File: config.mk
export PLATFORM = sky130hd
export DESIGN_NAME = rx_alarm_latch
export DESIGN_NICKNAME = d
export VERILOG_FILES = /design/src/rtl/rxl_pkg.sv /design/src/rtl/rxl_sync_edge.sv /design/src/rtl/rxl_sticky_bank.sv /design/src/rtl/rxl_read_port.sv /design/src/rtl/rx_alarm_latch.sv
export SDC_FILE = /design/constraint.sdc
export NUM_CORES = 1
export LEC_CHECK = 0
export ABC_AREA = 1
export BUFFER_PORTS_ARGS = -buffer_cell sky130_fd_sc_hd__buf_2
export CAP_MARGIN = 20
export CORE_MARGIN = 5
export CORE_UTILIZATION = 35
export DETAILED_ROUTE_END_ITERATION = 8
export PLACE_DENSITY = 0.63
export SLEW_MARGIN = 20
export SYNTH_ARGS = -nofsm -noshare
export SYNTH_HDL_FRONTEND = slang
export SYNTH_SLANG_ARGS = --single-unit
export TNS_END_PERCENT = 50
File: constraint.sdc
create_clock -name clk -period 0.9 [get_ports clk]
set_clock_uncertainty 0.05 [all_clocks]
set_input_delay 0 -clock clk [delete_from_list [all_inputs] [get_ports clk]]
set_output_delay 0 -clock clk [all_outputs]
set_load 0.02 [all_outputs]
File: src/rtl/rxl_pkg.sv
package rxl_pkg;
  localparam int WORD_W  = 16;
  localparam int N_OVF   = 8;
  localparam int OVF_LSB = 8;
  localparam int B_TSYNC = 7;
  localparam int B_MSYNC = 6;
  localparam int B_FBE   = 5;
  localparam int B_COF   = 4;
  localparam int N_SYNC  = 2;
  localparam int SY_T    = 1;
  localparam int SY_M    = 0;

  function automatic logic [WORD_W-1:0] pack_events(
    input logic [N_OVF-1:0]  ovf,
    input logic [N_SYNC-1:0] chg,
    input logic              fbe,
    input logic              cof
  );
    logic [WORD_W-1:0] w;
    w = '0;
    w[OVF_LSB +: N_OVF] = ovf;
    w[B_TSYNC] = chg[SY_T];
    w[B_MSYNC] = chg[SY_M];
    w[B_FBE]   = fbe;
    w[B_COF]   = cof;
    return w;
  endfunction
endpackage

File: src/rtl/rxl_sync_edge.sv
module rxl_sync_edge #(
  parameter int N = 2
) (
  input  logic         clk,
  input  logic         rst,
  input  logic [N-1:0] lvl,
  output logic [N-1:0] chg
);
  logic primed_q;

  always_ff @(posedge clk) begin
    if (rst) primed_q <= 1'b0;
    else     primed_q <= 1'b1;
  end

  for (genvar g = 0; g < N; g++) begin : g_ch
    logic prev_q;
    always_ff @(posedge clk) begin
      if (rst) prev_q <= 1'b0;
      else     prev_q <= lvl[g];
    end
    assign chg[g] = primed_q & (prev_q ^ lvl[g]);
  end
endmodule

File: src/rtl/rxl_sticky_bank.sv
module rxl_sticky_bank #(
  parameter int W = 16
) (
  input  logic         clk,
  input  logic         rst,
  input  logic [W-1:0] evt,
  input  logic         clr,
  output logic [W-1:0] lat_q
);
  logic [W-1:0] base;

  always_comb base = clr ? '0 : lat_q;

  always_ff @(posedge clk) begin
    if (rst) lat_q <= '0;
    else     lat_q <= base | evt;
  end
endmodule

File: src/rtl/rxl_read_port.sv
module rxl_read_port #(
  parameter int              ADDR_W   = 8,
  parameter int              W        = 16,
  parameter logic [ADDR_W-1:0] OWN_ADDR = '0,
  parameter logic [ADDR_W-1:0] SUM_ADDR = '0
) (
  input  logic              clk,
  input  logic              rst,
  input  logic              rd,
  input  logic [ADDR_W-1:0] addr,
  input  logic [W-1:0]      lat,
  output logic              clr,
  output logic [W-1:0]      rdata
);
  logic hit_own, hit_sum;

  always_comb begin
    hit_own = rd && (addr == OWN_ADDR);
    hit_sum = rd && (addr == SUM_ADDR);
    clr     = hit_own | hit_sum;
  end

  always_ff @(posedge clk) begin
    if (rst)          rdata <= '0;
    else if (hit_own) rdata <= lat;
    else              rdata <= '0;
  end
endmodule

File: src/rtl/rx_alarm_latch.sv
module rx_alarm_latch #(
  parameter int                ADDR_W   = 8,
  parameter logic [ADDR_W-1:0] OWN_ADDR = 8'h24,
  parameter logic [ADDR_W-1:0] SUM_ADDR = 8'h34
) (
  input  logic                       clk,
  input  logic                       rst,
  input  logic [rxl_pkg::N_OVF-1:0]  ovf_evt,
  input  logic                       inc_fbe,
  input  logic                       inc_cof,
  input  logic                       tsync_lvl,
  input  logic                       msync_lvl,
  input  logic                       bus_rd,
  input  logic [ADDR_W-1:0]          bus_addr,
  output logic [rxl_pkg::WORD_W-1:0] bus_rdata
);
  import rxl_pkg::*;

  logic [N_SYNC-1:0] sync_lvl, sync_chg;
  logic [WORD_W-1:0] evt_vec, lat_q;
  logic              rd_clr;

  always_comb begin
    sync_lvl       = '0;
    sync_lvl[SY_T] = tsync_lvl;
    sync_lvl[SY_M] = msync_lvl;
  end

  rxl_sync_edge #(.N(N_SYNC)) u_edge (
    .clk(clk), .rst(rst), .lvl(sync_lvl), .chg(sync_chg)
  );

  always_comb evt_vec = pack_events(ovf_evt, sync_chg, inc_fbe, inc_cof);

  rxl_read_port #(
    .ADDR_W(ADDR_W), .W(WORD_W), .OWN_ADDR(OWN_ADDR), .SUM_ADDR(SUM_ADDR)
  ) u_rd (
    .clk(clk), .rst(rst), .rd(bus_rd), .addr(bus_addr),
    .lat(lat_q), .clr(rd_clr), .rdata(bus_rdata)
  );

  rxl_sticky_bank #(.W(WORD_W)) u_bank (
    .clk(clk), .rst(rst), .evt(evt_vec), .clr(rd_clr), .lat_q(lat_q)
  );
endmodule

# Word level (Yosys, flattened, before mapping)
# Index checks and enable logic that the tools add are counted.
# totals
out_inout_bits,16
register_bits,35
# classes
reduce_logical,3
muxes,2
bitwise,7
eq_ne,2
# ops
cell,count
$eq A8 B6 Y1 const B,2
$mux W16,1
$or A16 B16 Y16,1
$and A1 B1 Y1,2
$logic_and A1 B1 Y1,2
$reduce_or A2 Y1,1
$xor A1 B1 Y1,2
$mux W1,1
$not A1 Y1,1
$or A1 B1 Y1,1

# Depth between registers and ports, before layout
# Gate-level depths: netlist of run 1.
# depth
word_depth,5
mapped_depth,7
ltp_nobuf,6

# By module
# Synthesis of run 1 repeated with hierarchy kept, for this count alone.
# unflattened
hier_cells,148
hier_area_um2,1227.4
# modules_own_cells
module,cells_per_inst,area_per_inst_um2,seq_area_each_um2,instances
rxl_sticky_bank,68,558.0,320.3,1
rxl_read_port,63,556.8,320.3,1
rxl_sync_edge,16,108.9,60.1,1
rx_alarm_latch,1,3.8,0.0,1

# Worst setup path after synthesis of run 1
# OpenSTA, ideal clock, no wires.
# synth_timing
path_type,register to register
start,register u_edge.g_ch[0].prev_q
end,register u_bank.lat_q[6]
t_required_ns,0.784
synth_period_minus_slack_ns,0.731
arrival_time_ns,0.615
slack_ns,0.169
path_stages_with_launch,4
cell_sequence,dfxtp_1 xor2_1 nand2_1 a21oi_2
# synth_between
elab_chain_cells,3
# synth_lines
element,line,text
start: declaration,rxl_sync_edge.sv:17,logic prev_q;
start signal: assignment,rxl_sync_edge.sv:20,else prev_q <= lvl[g];
$xor A1 B1 Y1,rxl_sync_edge.sv:22,assign chg[g] = primed_q & (prev_q ^ lvl[g]);
$and A1 B1 Y1,rxl_sync_edge.sv:22,
$or A16 B16 Y16,rxl_sticky_bank.sv:16,else lat_q <= base | evt;
end signal: assignment,rxl_sticky_bank.sv:16,
end: declaration,rxl_sticky_bank.sv:8,output logic [W-1:0] lat_q
# No other way between the ends.
# A chain may end at the register's enable or synchronous reset.

# Worst setup path after layout of run 1
# layout_timing
start,register u_rd.rdata[12]
end,output bus_rdata[12] (netlist name)
# layout_rtl
element,line,text
start: declaration,rxl_read_port.sv:13,output logic [W-1:0] rdata
start signal: assignment,rxl_read_port.sv:25,else if (hit_own) rdata <= lat;
end: declaration,rx_alarm_latch.sv:15,output logic [rxl_pkg::WORD_W-1:0] bus_rdata
# No word-level cell between the ends.

==> results of run 1 <==
routing by layer:
metal  vias up  share of wire [%]  GRT usage (%)
li1        416                  -              -
met3         2                5.2           2.22
met5         -                  0              0
met1       331                 42           9.97
met2        19                 51           16.4
met4         0               0.99           4.66
cell type report:
class,count,area share [%]
Sequential cell,27,37.3
Tap cell,33,2.82
Inverter,30,7.69
Clock inverter,1,0.598
Multi-Input combinational cell,55,24.9
Timing Repair Buffer,48,25.1
Clock buffer,3,1.54
cells by family after synthesis:
group,after synthesis
DFF,27
and+or+nand+nor,37
buffers and inverters,38
other,1
AOI/OAI and AO/OA,12
xor gates and xnor gates,2
layout by cell type (no fill, tap or decap):
cell	count
buf_4	6
xor2_1	2
buf_2	23
nand3_2	1
a21oi_1	2
buf_6	6
dfxtp_1	22
inv_1	30
dlygate4sd3_1	12
clkbuf_4	3
conb_1	4
dfxtp_2	5
nor2_4	4
nand2_2	15
a21oi_2	10
nor2_1	4
buf_12	1
nor2_2	9
nand2_1	4
inv_6	1
metrics by stage:
| step | utilization (%) | hold slack (ns) |
|---|---|---|
| after global placement | 41.9 | 0.182 |
| after global routing | 48.8 | 0.0131 |
| final | 48.8 | 0.0338 |
| after CTS | 47.1 | 0.0263 |
| after detailed placement | 41.9 | 0.185 |
| after floorplan | - | 0.0570 |
state kept, by name, indices dropped and copies added (netlist names):
signal,cells
u_edge.primed_q,1
u_rd.rdata,12
u_bank.lat_q,12
u_edge.g_ch.prev_q,2
final timing paths:
| path | endpoint | slack, ns | cells past startpoint |
|---|---|---|---|
| worst max register to register | u_bank.lat_q[7] | 0.10 | 3 |
| worst min-delay path | u_edge.primed_q | 0.03 | 3 |
| worst min register to register | u_rd.rdata[13] | 0.39 | 2 |
| worst max-delay path | bus_rdata[12] | 0.05 | 1 |
power by group through the flow:
stage	combinational, mW	sequential [mW]	clock [mW]
2_1_floorplan	0.168	1.29	0
3_3_place_gp	0.210	1.30	0
3_5_place_dp	0.217	1.30	0
4_1_cts	0.258	1.27	0.581
5_1_grt	0.288	1.28	0.640
6_report	0.253	1.27	0.546
repair_timing:
item                                    4_1_cts  5_1_grt
hold buffers                                 12        0
endpoints found under the setup margin        2       11
hold endpoints to repair                     14        0
gates resized for setup                       2       20
gates cloned                                  0        0
worst reg2reg max path, cell delays in order (launching register included):
cell and delay, ns:
dfxtp_1 0.35, xor2_1 0.15, nand2_1 0.08, a21oi_2 0.13
==> insert_results.sql, run 1 <==
INSERT INTO impl_metrics (metric_group, metric, value, unit) VALUES
('run_status', 'outcome', 'finished, final reports clean', ''),
('floorplan', 'core_area', '3000', 'µm²'),
('yosys', 'post-synth-top-area-cell', 'dfxtp_1', ''),
('pwr', 'clkPwrFrac', '26.4', '%'),
('routing', 'drt_first_pass_iters', '4', ''),
('layout', 'multiInputGateArea', '365', 'µm²'),
('routing', 'wl_cell', '8.68', 'µm'),
('floorplan', 'floorplan.initialDensity', '36.1', '%'),
('layout', 'fin_area', '1470', 'µm²'),
('floorplan', 'design.portCount', '39', ''),
('worst_setup_path', 'worst_ep_required_time', '0.85', 'ns'),
('clock_tree', 'clk_path_buf_depth', '2', ''),
('sta', 'final_period_util', '94.4', '%'),
('clock_tree', 'cts_tree', 'done', ''),
('sta', 'fmax', '1180', 'MHz'),
('routing', 'avgViaCountPerCell', '3.90', ''),
('global_routing', 'antenna_found_initial', '0', ''),
('floorplan', 'die_x', '65.7', 'µm'),
('layout', 'nNetsFinal', '188', ''),
('pwr', 'power.sequential.fraction', '61.4', '%'),
('yosys', 'edff_count_synth', '0', ''),
('floorplan', 'fp.dieArea', '4310', 'µm²'),
('placement', 'place_congestion', '0.694', ''),
('worst_setup_path', 'endpoint_kind', 'primary output', ''),
('clock_tree', 'clkTransAtPathRegs', '0.15', 'ns'),
('flow_run', 'cap_violations', '0', ''),
('yosys', 'synth_xor_area_share', '1.61', '%'),
('clock_tree', 'cts_root_buf', 'clkbuf_4', ''),
('worst_setup_path', 'worst-endpoint-arrival', '0.80', 'ns'),
('layout', 'register_area', '547', 'µm²'),
('worst_setup_path', 'critical_path.slowest_cell', 'dfxtp_2', ''),
('yosys', 'synth.mux.area_fraction', '0', '%'),
('layout', 'final_layout_size_suffix_gt1_share', '51.2', '%'),
('yosys', 'largest_family_of_logic_cells_by_synthesized_area', 'simple AND/OR/NAND/NOR gates', ''),
('sta', 'rsz0062_at_grt', 'true', ''),
('worst_setup_path', 'crit_buf_inv', '1', ''),
('worst_setup_path', 'worst_setup_path_start_kind', 'flop', ''),
('yosys', 'synth.top_cells.by_area', 'dfxtp_1 (50%), inv_1 (10%), nand2_2 (8.7%)', ''),
('pwr', 'switching_share', '24.9', '%'),
('global_routing', 'grt_pass1_wl', '3.09', 'mm'),
('pwr', 'p_switching', '0.516', 'mW'),
('yosys', 'synth.lib_cells_used.distinct', '16', ''),
('yosys', 'dominantRegCellSynth', 'dfxtp_1', ''),
('sta', 'final_period_minus_worst_setup_slack', '0.849', 'ns'),
('routing', 'drt.antenna.violating_nets', '0', ''),
('global_routing', 'vias_in_the_first_global_route', '771', ''),
('placement', 'placedInstanceArea', '1260', 'µm²'),
('worst_setup_path', 'crit_path_cell_trace', 'buf_6', ''),
('pwr', 'power.static_leakage', '0.719', 'nW'),
('pwr', 'power.total', '2.07', 'mW'),
('worst_setup_path', 'crit_path_max_incr_delay', '0.35', 'ns'),
('layout', 'layout.cells.non_filler', '197', ''),
('worst_setup_path', 'critPathTopFamily', 'flip-flops', ''),
('layout', 'num_antenna_cells', '0', ''),
('clock_tree', 'clock_sinks', '27', ''),
('worst_setup_path', 'timing.rr.start', 'u_edge.g_ch[1].prev_q', ''),
('sta', 'finalSetupTns', '0', 'ns'),
('clock_tree', 'worst_skew_pair.late_latency', '0.33', 'ns'),
('pwr', 'power_density', '1410', 'nW/µm²'),
('yosys', 'post-synth-top-count-cell', 'inv_1', ''),
('pwr', 'ir_drop', '0.560', 'mV'),
('routing', 'route.vias.total', '768', ''),
('yosys', 'ys_async_sr_fraction', '0', '%'),
('yosys', 'yosysWarnings', '0', ''),
('layout', 'area.growth.synth_to_final', '35.1', '%'),
('hold_path', 'worst_hold_start', 'rst', ''),
('yosys', 'synth_compound_gate_area_share', '9.00', '%'),
('yosys', 'synth.cells.most_frequent', 'inv_1 (30), dfxtp_1 (27), nand2_2 (15)', ''),
('hold_path', 'hold_class', 'input pin to flop', ''),
('floorplan', 'fp.dieH', '65.7', 'µm'),
('worst_setup_path', 'critical_path_peak_fanout', '1', '');
No activity file was read; power rests on OpenSTA's default activity.
==> inputs of run 2 (changes only) <==
==> constraint.sdc (replaced) <==
create_clock -name clk -period 0.8 [get_ports clk]
set_clock_uncertainty 0.05 [all_clocks]
set_input_delay 0 -clock clk [delete_from_list [all_inputs] [get_ports clk]]
set_output_delay 0 -clock clk [all_outputs]
set_load 0.02 [all_outputs]
==> insert_results.sql, run 2 (same netlist as run 1, synthesis figures left out) <==
INSERT INTO impl_metrics (metric_group, metric, value, unit) VALUES
('layout', 'fin_area', '1500', 'µm²'),
('placement', 'placedInstanceArea', '1260', 'µm²'),
('routing', 'drt.antenna.violating_nets', '0', ''),
('floorplan', 'core_area', '3000', 'µm²'),
('global_routing', 'antenna_found_initial', '0', ''),
('routing', 'avgViaCountPerCell', '3.91', ''),
('worst_setup_path', 'crit_path_max_incr_delay', '0.35', 'ns'),
('worst_setup_path', 'worst_ep_required_time', '0.75', 'ns'),
('routing', 'totalWireLength', '1.72', 'mm'),
('sta', 'final_period_util', '106', '%'),
('clock_tree', 'cts_tree', 'done', ''),
('routing', 'drt_first_pass_iters', '2', ''),
('layout', 'final_layout_size_suffix_gt1_share', '56.7', '%'),
('placement', 'dpl_worst_slack', '-0.126', 'ns'),
('clock_tree', 'clkTransAtPathRegs', '0.15', 'ns'),
('global_routing', 'total_routing_usage_gr', '9.04', '%'),
('layout', 'multiInputGateArea', '365', 'µm²'),
('sta', 'report.final.slew_viol_count', '0', ''),
('clock_tree', 'cts_root_buf', 'clkbuf_4', ''),
('worst_setup_path', 'critical_path_peak_fanout', '1', ''),
('global_routing', 'grt_start_max_net_pins', '18', ''),
('flow_run', 'cap_violations', '0', ''),
('layout', 'area.growth.synth_to_final', '38.4', '%'),
('global_routing', 'vias_in_the_first_global_route', '781', ''),
('sta', 'finalSetupTns', '-0.456', 'ns'),
('run_status', 'violations', 'setup timing', ''),
('pwr', 'power.static_leakage', '0.728', 'nW'),
('pwr', 'ir_drop', '0.539', 'mV'),
('layout', 'mostFrequentLayoutCells', 'inv_1 (30), buf_2 (22), nand2_2 (15), dfxtp_2 (14), dfxtp_1 (13)', ''),
('worst_setup_path', 'crit_buf_inv', '1', ''),
('sta', 'final_critical_path_setup_slack', '-0.0499', 'ns'),
('layout', 'largestRegisters', 'u_bank.lat_q: 12 flops, u_rd.rdata: 12 flops, u_edge.g_ch.prev_q: 2 flops', ''),
('clock_tree', 'clock_sinks', '27', ''),
('layout', 'num_antenna_cells', '0', ''),
('global_routing', 'grt_pass1_wl', '3.06', 'mm'),
('sta', 'final_period_minus_worst_setup_slack', '0.850', 'ns'),
('worst_setup_path', 'worst_setup_path_start_kind', 'flop', ''),
('worst_setup_path', 'critPathTopFamily', 'flip-flops', ''),
('layout', 'most_frequent_standard_cell_in_the_layout_excluding_fill_and_tap_cells', 'inv_1', ''),
('worst_setup_path', 'worst-endpoint-arrival', '0.80', 'ns'),
('placement', 'place_inst', '181', ''),
('placement', 'io_buffer_count', '34', ''),
('pwr', 'power_density', '1550', 'nW/µm²'),
('hold_path', 'worst_hold_start', 'rst', ''),
('layout', 'layout.cells.non_filler', '197', ''),
('floorplan', 'floorplan.initialDensity', '36.1', '%'),
('global_routing', 'grt-ovfl-total', '0', ''),
('routing', 'drt-initial-drc-count', '10', ''),
('worst_setup_path', 'crit_path_cell_trace', 'buf_6', ''),
('sta', 'setup_viol_count_final', '12', ''),
('layout', 'register_area', '558', 'µm²'),
('clock_tree', 'tritoncts.num_buffers', '3', ''),
('run_status', 'outcome', 'complete, but fails checks', ''),
('worst_setup_path', 'setup.worst_path.class', 'flop to primary output', ''),
('placement', 'dp_hpwl', '1.31', 'mm'),
('worst_setup_path', 'critical_path.slowest_cell', 'dfxtp_2', ''),
('routing', 'wl_cell', '8.71', 'µm'),
('worst_setup_path', 'reg2regPathDepth', '3', ''),
('worst_setup_path', 'r2r_slack', '0.02', 'ns'),
('floorplan', 'rows', '20', ''),
('hold_path', 'hold_class', 'input pin to flop', ''),
('worst_setup_path', 'endpoint_kind', 'primary output', ''),
('sta', 'fmax', '1180', 'MHz'),
('routing', 'drc', '0', ''),
('placement', 'place_congestion', '0.694', ''),
('floorplan', 'fp.dieArea', '4310', 'µm²'),
('hold_path', 'hold-path-cell-count', '3', ''),
('clock_tree', 'clk_path_buf_depth', '2', ''),
('worst_setup_path', 'timing.rr.start', 'u_edge.g_ch[1].prev_q', ''),
('routing', 'route.vias.total', '770', ''),
('floorplan', 'fp.dieH', '65.7', 'µm'),
('layout', 'n_fill_cell', '274', ''),
('clock_tree', 'cts_setup_buffers', '0', ''),
('sta', 'rsz0062_at_grt', 'true', ''),
('floorplan', 'die_x', '65.7', 'µm'),
('clock_tree', 'cts_max_level', '1', ''),
('sta', 'finalHoldViolations', '0', ''),
('hold_path', 'timing.hold.worst_endpoint', 'u_edge.primed_q', ''),
('floorplan', 'design.portCount', '39', ''),
('sta', 'holdWs', '0.0312', 'ns'),
('layout', 'nNetsFinal', '188', ''),
('worst_setup_path', 'crit-reg2reg-capture', 'u_bank.lat_q[7]', ''),
('clock_tree', 'worst_skew_pair.late_latency', '0.32', 'ns');
run 2: cell count changes in the layout (fill, tap and decap cells not counted):
cell     change
buf_6        +6
buf_4        -5
dfxtp_2      +9
dfxtp_1      -9
buf_2        -1
run 2: repair_timing:
item / CTS / global route
pin swaps: 3 / 1
hold buffers: 12 / 0
endpoints found under the setup margin: 14 / 14
hold endpoints to repair: 14 / 0
gates resized for setup: 38 / 0
run 2: final cells by class:
| class | instances | share of cell area, % |
|---|---|---|
| multi-input combinational | 55 | 24.3 |
| inverter | 30 | 7.50 |
| sequential | 27 | 37.2 |
| clock buffer | 3 | 1.50 |
| tap | 33 | 2.75 |
| clock inverter | 1 | 0.583 |
| timing repair buffer | 48 | 26.2 |
run 2: metal layers:
layer  share of wire (%)  track usage (%)
met1                  39             9.83
met2                  55             16.5
met3                 4.9             2.05
met4                0.58             3.89
met5                   0                0
run 2: how the worst max path moves through the flow:
stage | startpoint | endpoint | slack, ns | depth (start not counted)
3_5_place_dp | bus_addr[3] | u_bank.lat_q[5] | -0.13 | 7
2_1_floorplan | u_edge.g_ch[0].prev_q | u_bank.lat_q[6] | 0.07 | 3
6_report | u_rd.rdata[12] | bus_rdata[12] | -0.05 | 1
5_1_grt | u_rd.rdata[12] | bus_rdata[12] | -0.09 | 1
3_3_place_gp | bus_addr[3] | u_bank.lat_q[4] | -0.09 | 7
4_1_cts | u_rd.rdata[12] | bus_rdata[12] | -0.06 | 1
run 2: stage by stage:
stage          util [%]  power (mW)
4_1_cts            50.0        2.36
5_1_grt            50.0        2.46
3_3_place_gp       41.9        1.69
2_1_floorplan         -        1.64
6_report           50.0        2.33
3_5_place_dp       41.9        1.70
run 2: power by group:
| part | switching [mW] | internal (mW) | total, mW | leakage [nW] |
|---|---|---|---|---|
| clock | 0.414 | 0.204 | 0.617 | 0.0183 |
| sequential | 0.0305 | 1.40 | 1.43 | 0.229 |
| combinational | 0.139 | 0.146 | 0.285 | 0.481 |
| total | 0.583 | 1.75 | 2.33 | 0.728 |
==> inputs of run 3 (changes only) <==
--- a/config.mk
+++ b/config.mk
@@ -5,13 +5,13 @@
 export SDC_FILE = /design/constraint.sdc
 export NUM_CORES = 1
 export LEC_CHECK = 0
-export ABC_AREA = 1
+export ABC_AREA = 0
 export BUFFER_PORTS_ARGS = -buffer_cell sky130_fd_sc_hd__buf_2
 export CAP_MARGIN = 20
 export CORE_MARGIN = 5
 export CORE_UTILIZATION = 35
 export DETAILED_ROUTE_END_ITERATION = 8
-export PLACE_DENSITY = 0.63
+export PLACE_DENSITY_LB_ADDON = 0.1
 export SLEW_MARGIN = 20
 export SYNTH_ARGS = -nofsm -noshare
 export SYNTH_HDL_FRONTEND = slang
==> insert_results.sql, run 3 <==
INSERT INTO impl_metrics (metric_group, metric, value, unit) VALUES
('yosys', 'synth.lib_cells_used.distinct', '17', ''),
('layout', 'most_frequent_standard_cell_in_the_layout_excluding_fill_and_tap_cells', 'buf_2', ''),
('sta', 'rsz0062_at_grt', 'true', ''),
('placement', 'dp_hpwl', '1.26', 'mm'),
('hold_path', 'hold_class', 'input pin to flop', ''),
('pwr', 'clkPwrFrac', '25.5', '%'),
('yosys', 'netlist_instances', '92', ''),
('layout', 'layout.core_utilization', '54.8', '%'),
('worst_setup_path', 'critical_path_peak_fanout', '12', ''),
('layout', 'area.growth.synth_to_final', '48.4', '%'),
('pwr', 'power.static_leakage', '0.633', 'nW'),
('clock_tree', 'tritoncts.num_buffers', '3', ''),
('yosys', 'synth_xor_area_share', '1.90', '%'),
('pwr', 'ir_drop', '0.824', 'mV'),
('pwr', 'share_comb_of_total_power', '10.5', '%'),
('yosys', 'largest_family_of_logic_cells_by_synthesized_area', 'simple AND/OR/NAND/NOR gates', ''),
('yosys', 'synthDominantCellAreaShare', '58.6', '%'),
('global_routing', 'grt_pass1_wl', '3.08', 'mm'),
('yosys', 'synth.cells.most_frequent', 'dfxtp_1 (27), inv_1 (13), and2_1 (12)', ''),
('routing', 'route.vias.total', '740', ''),
('sta', 'final_period_util', '117', '%'),
('routing', 'drt_first_pass_iters', '4', ''),
('routing', 'drt.antenna.violating_nets', '0', ''),
('pwr', 'power_density', '1620', 'nW/µm²'),
('layout', 'largestRegisters', 'u_bank.lat_q: 12 flops, u_rd.rdata: 12 flops, u_edge.g_ch.prev_q: 2 flops', ''),
('layout', 'fin_area', '1370', 'µm²'),
('run_status', 'violations', 'setup timing', ''),
('placement', 'dpl_worst_slack', '-0.499', 'ns'),
('global_routing', 'total_routing_usage_gr', '11.0', '%'),
('worst_setup_path', 'worst_ep_required_time', '1.02', 'ns'),
('placement', 'placedInstanceArea', '1120', 'µm²'),
('global_routing', 'antenna_found_initial', '0', ''),
('yosys', 'synth_compound_gate_area_share', '12.8', '%'),
('sta', 'final_period_minus_worst_setup_slack', '0.933', 'ns'),
('sta', 'setup_viol_count_final', '36', ''),
('floorplan', 'die_x', '61.3', 'µm'),
('yosys', 'seq_total_area_yosys', '58.6', '%'),
('floorplan', 'fp.dieH', '61.3', 'µm'),
('clock_tree', 'clock_sinks', '27', ''),
('global_routing', 'vias_in_the_first_global_route', '764', ''),
('routing', 'drc', '0', ''),
('floorplan', 'fp.dieArea', '3760', 'µm²'),
('floorplan', 'floorplan.initialDensity', '36.9', '%'),
('clock_tree', 'cts_tree', 'done', ''),
('yosys', 'edff_count_synth', '0', ''),
('yosys', 'ys_async_sr_fraction', '0', '%'),
('pwr', 'p_int', '1.72', 'mW'),
('global_routing', 'grt_start_max_net_pins', '16', ''),
('routing', 'avgViaCountPerCell', '4.33', ''),
('layout', 'mostFrequentLayoutCells', 'buf_2 (21), dfxtp_1 (20), buf_6 (14), inv_1 (13)', ''),
('yosys', 'synth.mux.area_fraction', '0', '%'),
('routing', 'totalWireLength', '1.82', 'mm'),
('worst_setup_path', 'endpoint_kind', 'flop', ''),
('clock_tree', 'cts_max_level', '1', ''),
('yosys', 'dominantRegCellSynth', 'dfxtp_1', ''),
('pwr', 'switching_share', '22.3', '%'),
('clock_tree', 'worst_skew_pair.late_latency', '0.31', 'ns'),
('worst_setup_path', 'worst_setup_path_start_kind', 'input pin', ''),
('run_status', 'outcome', 'complete, but fails checks', ''),
('layout', 'final_layout_size_suffix_gt1_share', '37.6', '%'),
('pwr', 'power.total', '2.22', 'mW'),
('worst_setup_path', 'setup.worst_path.class', 'input pin to flop', ''),
('sta', 'report.final.slew_viol_count', '0', ''),
('floorplan', 'design.portCount', '39', ''),
('yosys', 'synth.top_cells.by_area', 'dfxtp_1 (59%), and2_1 (8.1%), a21oi_1 (5.4%)', ''),
('global_routing', 'grt-ovfl-total', '0', ''),
('layout', 'layout.cells.non_filler', '171', ''),
('routing', 'wl_cell', '10.7', 'µm'),
('placement', 'place_congestion', '0.633', ''),
('yosys', 'post_synth_instance_area', '922', 'µm²'),
('yosys', 'yosys.area_share.adder', '0', '%'),
('worst_setup_path', 'worst-endpoint-arrival', '1.15', 'ns'),
('placement', 'place_inst', '155', ''),
('yosys', 'synth_simple_gate_area_share', '15.3', '%'),
('pwr', 'power.sequential.fraction', '64.0', '%'),
('floorplan', 'rows', '18', ''),
('sta', 'finalHoldViolations', '0', ''),
('yosys', 'post-synth-top-area-cell', 'dfxtp_1', ''),
('routing', 'drt-initial-drc-count', '2', ''),
('flow_run', 'cap_violations', '0', ''),
('clock_tree', 'cts_root_buf', 'clkbuf_4', ''),
('floorplan', 'core_area', '2500', 'µm²'),
('yosys', 'ys_seq_elements', '27', ''),
('clock_tree', 'clk_path_buf_depth', '2', ''),
('yosys', 'post-synth-top-count-cell', 'dfxtp_1', ''),
('sta', 'fmax', '1070', 'MHz'),
('layout', 'num_antenna_cells', '0', ''),
('sta', 'final_critical_path_setup_slack', '-0.133', 'ns'),
('clock_tree', 'clkTransAtPathRegs', '0.13', 'ns'),
('pwr', 'p_switching', '0.494', 'mW'),
('placement', 'io_buffer_count', '34', ''),
('sta', 'finalSetupTns', '-2.76', 'ns'),
('yosys', 'syn_avg_cell_area', '10.0', 'µm²'),
('yosys', 'yosysWarnings', '0', ''),
('sta', 'holdWs', '0.0399', 'ns'),
('layout', 'nNetsFinal', '165', '');
==> run 3: kinds of logic (layout without fill, tap and decap cells) <==
| group | after synthesis | in the layout |
|---|---|---|
| XOR/XNOR | 2 | 2 |
| other | 1 | 4 |
| flip-flops | 27 | 27 |
| AO/OA/AOI/OAI | 22 | 22 |
| AND/OR/NAND/NOR | 19 | 19 |
| buffers and inverters | 21 | 67 |
==> run 3: layer usage <==
| metal | routed length, µm | GRT usage (%) | vias to the layer above |
|---|---|---|---|
| li1 | - | - | 381 |
| met1 | 727 | 11.3 | 336 |
| met2 | 933 | 20.5 | 21 |
| met3 | 146 | 3.56 | 2 |
| met4 | 15 | 4.55 | 0 |
| met5 | 0 | 0 | - |
==> run 3: power groups by stage <==
stage                     logic [mW]  clock network, mW  registers (mW)
after floorplan                0.113                  0            1.44
after global placement         0.175                  0            1.45
after detailed placement       0.180                  0            1.45
after CTS                      0.229              0.597            1.42
after global routing           0.263              0.645            1.43
final                          0.232              0.566            1.42
==> run 3: path summary, 6_finish.rpt <==
kind	from	end	slack [ns]	cells after the start
worst max-delay path	bus_addr[3]	u_rd.rdata[7]	-0.13	5
worst max register to register	u_bank.lat_q[6]	u_bank.lat_q[6]	0	2
worst min-delay path	rst	u_bank.lat_q[13]	0.04	3
worst min register to register	u_bank.lat_q[8]	u_rd.rdata[8]	0.41	1
==> run 3: cell type report <==
type                       count  area (µm²)
fill                         230        1130
multi-input combinational     47         302
inverter                      13        48.8
clock buffer                   4        26.3
tap                           30        37.5
timing repair buffer          50         405
sequential                    27         549
==> run 3: timing repair <==
action | 4_1_cts | 5_1_grt
hold endpoints to repair | 14 | 0
buffers inserted | 0 | 0
pin swaps | 0 | 0
hold buffers | 12 | 0
endpoints found under the setup margin | 36 | 36
gates resized for setup | 27 | 16
==> run 3: worst max-delay path, cell delays in order <==
cell and delay [ns]:
buf_6 0.09, or4b_4 0.54, nor4_4 0.23, buf_6 0.17, and2_1 0.13
